$ cat config.mk
export PLATFORM = sky130hd
export DESIGN_NAME = apb_interval_timer
export DESIGN_NICKNAME = d
export VERILOG_FILES = /design/src/rtl/tmr_pkg.sv /design/src/rtl/tmr_ext_sync.sv /design/src/rtl/tmr_count_core.sv /design/src/rtl/tmr_apb_regs.sv /design/src/rtl/apb_interval_timer.sv
export SDC_FILE = /design/constraint.sdc
export NUM_CORES = 1
export LEC_CHECK = 0
export BUFFER_PORTS_ARGS = -buffer_cell sky130_fd_sc_hd__buf_2
export CAP_MARGIN = 20
export CORE_MARGIN = 2
export CORE_UTILIZATION = 40
export DETAILED_ROUTE_END_ITERATION = 10
export PLACE_DENSITY = 0.71
export SYNTH_ARGS = -nofsm -noshare
export SYNTH_HDL_FRONTEND = slang
export SYNTH_SLANG_ARGS = --single-unit
$ cat constraint.sdc
create_clock -name clk -period 4.9 [get_ports clk]
set_input_delay 0.245 -clock clk [delete_from_list [all_inputs] [get_ports clk]]
set_output_delay 0.245 -clock clk [all_outputs]
set_load 0.1 [all_outputs]
$ cat src/rtl/tmr_pkg.sv
package tmr_pkg;
  localparam int unsigned ADDR_W = 12;

  localparam logic [ADDR_W-1:0] OFS_CTRL   = 12'h000;
  localparam logic [ADDR_W-1:0] OFS_COUNT  = 12'h004;
  localparam logic [ADDR_W-1:0] OFS_RELOAD = 12'h008;
  localparam logic [ADDR_W-1:0] OFS_STAT   = 12'h00C;
  localparam logic [ADDR_W-1:0] OFS_ID_LO  = 12'hFD0;

  localparam int unsigned ID_COUNT = 12;

  typedef struct packed {
    logic irq_en;
    logic ext_clk;
    logic ext_gate;
    logic run;
  } tmr_ctrl_t;

  function automatic logic [7:0] id_byte(input logic [3:0] idx);
    case (idx)
      4'd0:    id_byte = 8'h04;
      4'd4:    id_byte = 8'h22;
      4'd5:    id_byte = 8'hB8;
      4'd6:    id_byte = 8'h1B;
      4'd8:    id_byte = 8'h0D;
      4'd9:    id_byte = 8'hF0;
      4'd10:   id_byte = 8'h05;
      4'd11:   id_byte = 8'hB1;
      default: id_byte = 8'h00;
    endcase
  endfunction
endpackage

$ cat src/rtl/tmr_ext_sync.sv
module tmr_ext_sync #(
  parameter int unsigned STAGES = 2
) (
  input  logic clk,
  input  logic rst,
  input  logic ext_in,
  output logic ext_lvl,
  output logic ext_rise
);
  logic [STAGES-1:0] sync_q;
  logic              prev_q;

  always_ff @(posedge clk) begin
    if (rst) begin
      sync_q <= '0;
      prev_q <= 1'b0;
    end else begin
      sync_q <= {sync_q[STAGES-2:0], ext_in};
      prev_q <= sync_q[STAGES-1];
    end
  end

  assign ext_lvl  = sync_q[STAGES-1];
  assign ext_rise = sync_q[STAGES-1] & ~prev_q;


  rise_single_chk: assert property (@(posedge clk) disable iff (rst)
    ext_rise |=> !ext_rise);
endmodule

$ cat src/rtl/tmr_count_core.sv
module tmr_count_core
  import tmr_pkg::*;
#(
  parameter int unsigned CNT_W = 32
) (
  input  logic             clk,
  input  logic             rst,
  input  tmr_ctrl_t        ctrl,
  input  logic             ext_lvl,
  input  logic             ext_rise,
  input  logic             wr_count,
  input  logic             wr_reload,
  input  logic             clr_stat,
  input  logic [CNT_W-1:0] wdata,
  output logic [CNT_W-1:0] count,
  output logic [CNT_W-1:0] reload,
  output logic             irq
);
  localparam logic [CNT_W-1:0] ONE = CNT_W'(1);

  logic tick;
  logic bus_load;
  logic hit_zero;

  always_comb begin
    tick     = ctrl.run & (~ctrl.ext_gate | ext_lvl) & (~ctrl.ext_clk | ext_rise);
    bus_load = wr_count | wr_reload;
    hit_zero = tick & ~bus_load & (count == ONE);
  end

  always_ff @(posedge clk) begin
    if (rst) begin
      count  <= '0;
      reload <= '0;
      irq    <= 1'b0;
    end else begin
      if (wr_reload) begin
        reload <= wdata;
        count  <= wdata;
      end else if (wr_count) begin
        count <= wdata;
      end else if (tick) begin
        count <= (count == '0) ? reload : count - ONE;
      end
      if (hit_zero && ctrl.irq_en) irq <= 1'b1;
      else if (clr_stat)           irq <= 1'b0;
    end
  end


  dec_step_chk: assert property (@(posedge clk) disable iff (rst)
    (tick && !bus_load && count > ONE) |=> count == $past(count) - ONE);

  irq_source_chk: assert property (@(posedge clk) disable iff (rst)
    $rose(irq) |-> ($past(count) == ONE && $past(ctrl.irq_en)));

  zero_reload_chk: assert property (@(posedge clk) disable iff (rst)
    (tick && !bus_load && count == '0) |=> count == $past(reload));

  zero_stuck_chk: assert property (@(posedge clk) disable iff (rst)
    (reload == '0 && count == '0 && !bus_load) |=> (count == '0 && !$rose(irq)));

  stat_clear_chk: assert property (@(posedge clk) disable iff (rst)
    (clr_stat && !(tick && count == ONE)) |=> !irq);
endmodule

$ cat src/rtl/tmr_apb_regs.sv
module tmr_apb_regs
  import tmr_pkg::*;
#(
  parameter int unsigned DATA_W = 32
) (
  input  logic              clk,
  input  logic              rst,
  input  logic              psel,
  input  logic              penable,
  input  logic              pwrite,
  input  logic [ADDR_W-1:0] paddr,
  input  logic [DATA_W-1:0] pwdata,
  output logic [DATA_W-1:0] prdata,
  input  logic [DATA_W-1:0] count,
  input  logic [DATA_W-1:0] reload,
  input  logic              irq,
  output tmr_ctrl_t         ctrl,
  output logic              wr_count,
  output logic              wr_reload,
  output logic              clr_stat,
  output logic [DATA_W-1:0] wdata
);
  localparam int unsigned CTRL_W = $bits(tmr_ctrl_t);
  localparam logic [ADDR_W-3:0] ID_FIRST = OFS_ID_LO[ADDR_W-1:2];

  logic              wr_acc;
  logic              rd_setup;
  logic              aligned;
  logic              is_id;
  logic [ADDR_W-1:0] id_off;
  logic [DATA_W-1:0] rd_mux;

  always_comb begin
    wr_acc    = psel & penable & pwrite;
    rd_setup  = psel & ~penable & ~pwrite;
    aligned   = (paddr[1:0] == 2'b00);
    is_id     = aligned & (paddr[ADDR_W-1:2] >= ID_FIRST);
    id_off    = paddr - OFS_ID_LO;
    wr_count  = wr_acc & (paddr == OFS_COUNT);
    wr_reload = wr_acc & (paddr == OFS_RELOAD);
    clr_stat  = wr_acc & (paddr == OFS_STAT) & pwdata[0];
    wdata     = pwdata;
    rd_mux    = '0;
    if (is_id) begin
      rd_mux[7:0] = id_byte(id_off[5:2]);
    end else begin
      case (paddr)
        OFS_CTRL:   rd_mux[CTRL_W-1:0] = ctrl;
        OFS_COUNT:  rd_mux = count;
        OFS_RELOAD: rd_mux = reload;
        OFS_STAT:   rd_mux[0] = irq;
        default:    rd_mux = '0;
      endcase
    end
  end

  always_ff @(posedge clk) begin
    if (rst) begin
      ctrl   <= '0;
      prdata <= '0;
    end else begin
      if (wr_acc && paddr == OFS_CTRL) ctrl <= tmr_ctrl_t'(pwdata[CTRL_W-1:0]);
      if (rd_setup) prdata <= rd_mux;
    end
  end


  ctrl_hold_chk: assert property (@(posedge clk) disable iff (rst)
    !(wr_acc && paddr == OFS_CTRL) |=> $stable(ctrl));

  id_no_side_chk: assert property (@(posedge clk) disable iff (rst)
    (wr_acc && is_id) |-> !(wr_count || wr_reload || clr_stat));
endmodule

$ cat src/rtl/apb_interval_timer.sv
module apb_interval_timer
  import tmr_pkg::*;
#(
  parameter int unsigned DATA_W      = 32,
  parameter int unsigned SYNC_STAGES = 2
) (
  input  logic              clk,
  input  logic              rst,
  input  logic              psel,
  input  logic              penable,
  input  logic              pwrite,
  input  logic [ADDR_W-1:0] paddr,
  input  logic [DATA_W-1:0] pwdata,
  output logic [DATA_W-1:0] prdata,
  output logic              pready,
  output logic              pslverr,
  input  logic              ext_in,
  output logic              irq
);
  tmr_ctrl_t         ctrl;
  logic              ext_lvl;
  logic              ext_rise;
  logic              wr_count;
  logic              wr_reload;
  logic              clr_stat;
  logic [DATA_W-1:0] wdata;
  logic [DATA_W-1:0] count;
  logic [DATA_W-1:0] reload;

  assign pready  = 1'b1;
  assign pslverr = 1'b0;

  tmr_ext_sync #(.STAGES(SYNC_STAGES)) u_sync (
    .clk(clk), .rst(rst), .ext_in(ext_in),
    .ext_lvl(ext_lvl), .ext_rise(ext_rise)
  );

  tmr_apb_regs #(.DATA_W(DATA_W)) u_regs (
    .clk(clk), .rst(rst), .psel(psel), .penable(penable), .pwrite(pwrite),
    .paddr(paddr), .pwdata(pwdata), .prdata(prdata),
    .count(count), .reload(reload), .irq(irq),
    .ctrl(ctrl), .wr_count(wr_count), .wr_reload(wr_reload),
    .clr_stat(clr_stat), .wdata(wdata)
  );

  tmr_count_core #(.CNT_W(DATA_W)) u_core (
    .clk(clk), .rst(rst), .ctrl(ctrl), .ext_lvl(ext_lvl), .ext_rise(ext_rise),
    .wr_count(wr_count), .wr_reload(wr_reload), .clr_stat(clr_stat),
    .wdata(wdata), .count(count), .reload(reload), .irq(irq)
  );


  reset_quiet_chk: assert property (@(posedge clk)
    rst |=> (!irq && count == '0 && reload == '0));

  bus_resp_chk: assert property (@(posedge clk) disable iff (rst)
    (pready && !pslverr));
endmodule

== Yosys cells after proc, flatten, opt, wreduce, memory -nomap -nowiden ==
Memory sizes are Yosys's and may differ from the RTL's.
Cells that the tools add are included.

* $lt $le $gt $ge: 1
* Reduce and logical (&&, ||, !) cells: 7
* Equal/unequal tests: 4
* Multiplexer cells: 11
* Bitwise operators: 23
* Add/sub/neg operators: 2

{| class="wikitable"
|+ Operator list
! operator !! count
|-
| 2-to-1 mux 32 bit || 4
|-
| one-hot mux 28 bit (2 select lines) || 1
|-
| equality test 32 x 1 -> 1 bit, second input constant || 1
|-
| logical NOT 32 bit || 1
|-
| subtractor 32 x 1 -> 32 bit, second input constant || 1
|-
| equality test 12 x 4 -> 1 bit, second input constant || 2
|-
| 2-to-1 mux 24 bit || 1
|-
| AND 1 bit || 14
|-
| equality test 12 x 3 -> 1 bit, second input constant || 1
|-
| logical NOT 12 bit || 1
|-
| greater-or-equal comparator 10 bit, second input constant || 1
|-
| one-hot mux 3 bit (3 select lines) || 1
|-
| 2-to-1 mux 8 bit || 1
|-
| inverter 1 bit || 6
|-
| subtractor 6 x 5 -> 6 bit, second input constant || 1
|-
| one-hot mux 1 bit (4 select lines) || 1
|-
| OR 1 bit || 3
|-
| nonzero test 3 bit || 1
|-
| logical AND 1 bit || 2
|-
| logical NOT 2 bit || 1
|-
| 2-to-1 mux 1 bit || 2
|-
| nonzero test 2 bit || 1
|}

* Output and inout bits: 35
* Bits of input ports: 50
* Memory bits (read-only): 128
* Logic and storage cells: 59
* Memories kept: 1
* Bits in registers: 104

{| class="wikitable"
|+ Memory list
! memory !! words !! width !! rd ports !! clocked after Yosys merged registers in !! write ports !! line !! text
|-
| (no name shown) || 16 || 8 || 1 || 0 || 0 || tmr_pkg.sv:20 || <nowiki>case (idx)</nowiki>
|}

== Logic depth before layout (Yosys ltp) ==
* Word-level depth: 9
* Gate-level depth with buffers: 10
* Mapped depth without buffers: 8

== Cells and area by module ==
From an unflattened synthesis, not the netlist that was laid out.

* Cells, all modules: 670
* Area total of the unflattened synthesis: 5779.3 um2

{| class="wikitable"
|+ By module, submodules not included
! module !! sequential area each (um2) !! times used !! cells an instance !! area each (um2)
|-
| tmr_count_core || 1301.2 || 1 || 413 || 3525.9
|-
| tmr_apb_regs || 720.7 || 1 || 246 || 2143.3
|-
| tmr_ext_sync || 60.1 || 1 || 7 || 87.6
|-
| apb_interval_timer || 0.0 || 1 || 4 || 22.5
|}

== Worst setup path after synthesis ==
Ideal clock, no wire load.

* Kind: reg-to-reg
* Start: register u_core.count[4]
* End: register u_core.count[25]
* Data required time: 4786 ps
* Data arrival time: 2310 ps
* Path buffers: 3
* Clock period less this slack: 2424 ps
* Setup time: 114 ps
* Setup slack: 2476 ps
* Cell stages (with the launch flop): 10
* Cell sequence: dfxtp_1 > buf_6 > or4_4 > buf_6 > or4_4 > buf_6 > nor4_4 > xnor2_1 > a21oi_1 > a21o_1

* Longest elaborated chain between the ends: 5
* Elaborated cells on any way between the ends: 6
* Those cells by class: 1 x add/sub; 4 x mux; 1 x reduce/logical

{| class="wikitable"
|+ Ends and longest elaborated chain
! item !! line !! text
|-
| start, declared || tmr_count_core.sv:15 || <nowiki>output logic [CNT_W-1:0] count,</nowiki>
|-
| start signal, assigned || tmr_count_core.sv:39 || <nowiki>count <= wdata;</nowiki>
|-
| start signal, assigned || tmr_count_core.sv:41 || <nowiki>count <= wdata;</nowiki>
|-
| start signal, assigned || tmr_count_core.sv:43 || <nowiki>count <= (count == '0) ? reload : count - ONE;</nowiki>
|-
| subtractor 32 x 1 -> 32 bit or logical NOT 32 bit (tied branches) || tmr_count_core.sv:43 ||
|-
| 2-to-1 mux 32 bit * || tmr_count_core.sv:43 ||
|-
| 2-to-1 mux 32 bit * || tmr_count_core.sv:42 || <nowiki>end else if (tick) begin</nowiki>
|-
| 2-to-1 mux 32 bit * || tmr_count_core.sv:40 || <nowiki>end else if (wr_count) begin</nowiki>
|-
| 2-to-1 mux 32 bit * || tmr_count_core.sv:37 || <nowiki>if (wr_reload) begin</nowiki>
|}

Every way passes the cells marked *; elsewhere a longest branch is shown, timed or not. The select of a mux whose other input is x is not followed.
A chain may end at the register's enable or synchronous reset.

== Worst setup path after layout ==
* Start: register u_core.count[1]
* End: register u_core.count[0]

* Longest elaborated chain between the ends: 5

{| class="wikitable"
|+ Ends and longest elaborated chain
! item !! line
|-
| logical NOT 32 bit || tmr_count_core.sv:43
|-
| 2-to-1 mux 32 bit || tmr_count_core.sv:43
|-
| 2-to-1 mux 32 bit || tmr_count_core.sv:42
|-
| 2-to-1 mux 32 bit || tmr_count_core.sv:40
|-
| 2-to-1 mux 32 bit || tmr_count_core.sv:37
|}

Every way passes these cells. The select of a mux whose other input is x is not followed.

==> results.md <==
* Worst path bufs/invs at 1
* Syn_nets at 729
* Lkg Pwr at 2.38 nW
* DRC viols at 0
* Vias in the first global route at 4,967
* Crit-path max FO at 40
* Clock transition at the registers of the reported paths at 70 ps
* CTS Buf Count at 9
* Status: finished clean
* CORE AREA at 12,800 um^2
* CTS tree: done
* Post-Route WL at 14,800 um
* R2R Path End: u_core.count[0]
* Final Cycle Share at 0.633
* IO Port Bufs at 82
* Ys async rst share at 0
* Worst slew pin tran at 878 ps
* Slowest stage delay, CP at 710 ps
* Critical path required time at 5090 ps
* Hold WC Path Type: input pin to flop
* Hold Path Depth at 2
* Post-synthesis cell count at 669
* I/O pins at 85
* Most frequent cells in the layout: 104 x dfxtp_1, 93 x nand2_1, 81 x buf_2
* Kind of critical path: flop to flop
* Power, Total at 1.74 mW
* FF-to-FF Start: u_core.count[1]
* Cell Rows at 41
* Layout Cells excl Fill at 888
* HPWL after detailed placement at 9750 um
* CP delay by family, top: simple AND/OR/NAND/NOR gates
* Gr usage total at 0.214
* Worst slew margin at 0.412
* Register bit count reported by yosys at 104
* GR Overflow Total at 0
* Fin Setup TNS at 0 ps
* Launch point of the worst path: u_core.count[1]
* Top FF cell, synth: dfxtp_1
* FILL cells at 1,250
* Post-route minimum period at 3100 ps
* Vias at 5,153
* First-pass GRT wire length at 25,100 um
* Setup crit end: u_core.count[0]
* Starting DRT DRC Count at 484
* TritonCTS Sinks at 104
* Unrepaired setup endpoints after global routing: false
* DRT Pass-1 Iters at 4
* Data arrival, critical path at 3290 ps
* Max-cap violations at 0
* Vert. Die Dim at 119 um
* Setup violators final at 0
* Drt wl/cell at 16.6 um
* Max Clock Skew at 8.60 ps
* Final hold vios at 0
* Maximum VDD drop at 0.152 mV
* Placed cells at 871
* Post-CTS Setup Bufs at 0
* Final slew viol count at 0
* Hold_buf cts at 0
* Critical path launch point type: flop
* Reg2reg path depth at 7
* Crit. path cell count at 7
* Starting density of the core at 0.414
* YS warnings at 0
* R2R Setup Slk at 1800 ps
* CP cell instances: inv_1 -> ha_1 -> or3b_2 -> nor4_1 -> nand3_2 -> o21ai_0 -> o22ai_1
* Initial antenna violation count at 0
* Clock latency on the worst-skew pair at 350 ps
* DIE AREA at 14,100 um^2
* Leading cell type in the layout, fill and taps excluded: dfxtp_1
* Clock buffer depth at 2
* EDFF count, synth at 0
* Die Wd at 119 um
* Ant. Diodes at 0
* Post-synthesis instance area at 5290 um^2
* Root Buffer: clkbuf_16
* H-tree Lvls at 3
* CP max-delay cell: nand3_2
* Share of layout cells above drive strength 1 at 0.161
* Critical path capture point type: flop
* Final ANT Viol Nets at 0
* Largest net degree at the start of global routing at 62
* Sequential area share after synthesis at 0.394
* Pwr Density at 288 nW/um^2
* Routed vias/inst at 5.80
* Yosys cell types at 53
* Area Growth Syn to Fin at 14.1%
* CTS resizes at 0
* Syn avg cell area at 7.90 um^2
* Layout Nets at 771
* RD Place Congestion at 0.922
* Max Fclk at 0.323 GHz
==> worst register-to-register path: cells and delay by family, from the launching register on <==
family	cells	cell delay [ps]
buffers and inverters	1	100
AND/OR/NAND/NOR	3	1680
flip-flops	1	350
adder cells (fa/ha/maj)	1	190
AO/OA/AOI/OAI	2	620
==> metrics by stage <==
step | utilization | instance area (um^2) | worst slack, ps | hold WS [ps]
6_report | 0.472 | 6030 | 1800 | 110
5_1_grt | 0.472 | 6030 | 1560 | 134
4_1_cts | 0.470 | 6000 | 1830 | 108
3_5_place_dp | 0.448 | 5730 | 1860 | 434
3_3_place_gp | 0.448 | 5730 | 1940 | 434
2_1_floorplan | - | 5290 | 2480 | 373
==> final cells by class <==
class	count	area, um^2	share of cell area
multi-input combinational	497	2930	0.485
sequential	104	2080	0.345
timing repair buffer	91	500	0.0830
clock buffer	11	233	0.0386
tap	172	215	0.0357
clock inverter	5	41.3	0.00685
inverter	8	30.0	0.00498
==> power breakdown <==
group	total, mW	switching (mW)	internal [mW]
clock network	0.677	0.328	0.349
registers	0.863	0.00554	0.857
logic	0.196	0.153	0.0425
total	1.74	0.487	1.25
==> routing by layer <==
metal / share of wire / wire length [um] / up-vias / track usage
met2: 0.46 / 6820 / 207 / 0.336
met4: 0.023 / 344 / 0 / 0.0960
met3: 0.065 / 960 / 27 / 0.0345
li1: - / - / 2503 / -
met5: 0 / 0 / - / 0
met1: 0.45 / 6660 / 2416 / 0.290
==> worst min path at each step <==
stage,from,to,slack (ps)
2_1_floorplan,ext_in,u_sync.sync_q[0],370
3_3_place_gp,u_regs.prdata[7],u_regs.prdata[7],430
3_5_place_dp,u_sync.sync_q[0],u_sync.sync_q[1],430
4_1_cts,ext_in,u_sync.sync_q[0],110
5_1_grt,ext_in,u_sync.sync_q[0],130
6_report,ext_in,u_sync.sync_q[0],110
==> cells in the mapped netlist (3+ instances only) <==
master,number,share of area
a221oi_1,28,0.046
a21oi_1,64,0.061
nor4_1,8,0.0095
nand3_1,17,0.016
nor2b_1,4,0.0047
dfxtp_1,104,0.39
o211ai_1,8,0.011
buf_1,3,0.0021
and2_1,3,0.0036
buf_6,3,0.0064
a31oi_1,6,0.0071
nor3b_1,3,0.0043
ha_1,10,0.024
a211oi_1,6,0.0085
xor2_1,11,0.018
xnor2_1,11,0.018
and3_1,23,0.027
a21o_1,4,0.0057
nand2_1,93,0.066
a22oi_1,3,0.0043
inv_1,8,0.0057
nor3_2,3,0.0057
o22ai_1,19,0.022
nor2_1,58,0.041
nor3_1,38,0.036
or3_1,6,0.0071
o21ai_0,23,0.022
nand4_1,3,0.0036
mux2i_1,12,0.023
clkbuf_1,51,0.036
==> cells by family after synthesis <==
logic type | share of synthesized area
AO/OA/AOI/OAI | 0.221
AND/OR/NAND/NOR | 0.246
other | 0.00142
XOR/XNOR | 0.0365
flip-flops | 0.394
buffers and inverters | 0.0542
multiplexers | 0.0227
adder cells (fa/ha/maj) | 0.0237
==> state kept, by name, indices dropped and copies added (netlist names) <==
register,flops
u_regs.ctrl,4
u_core.irq,1
u_core.reload,32
u_regs.prdata,32
u_sync.sync_q,2
u_sync.prev_q,1
u_core.count,32
(Power assumes the default switching activity.)
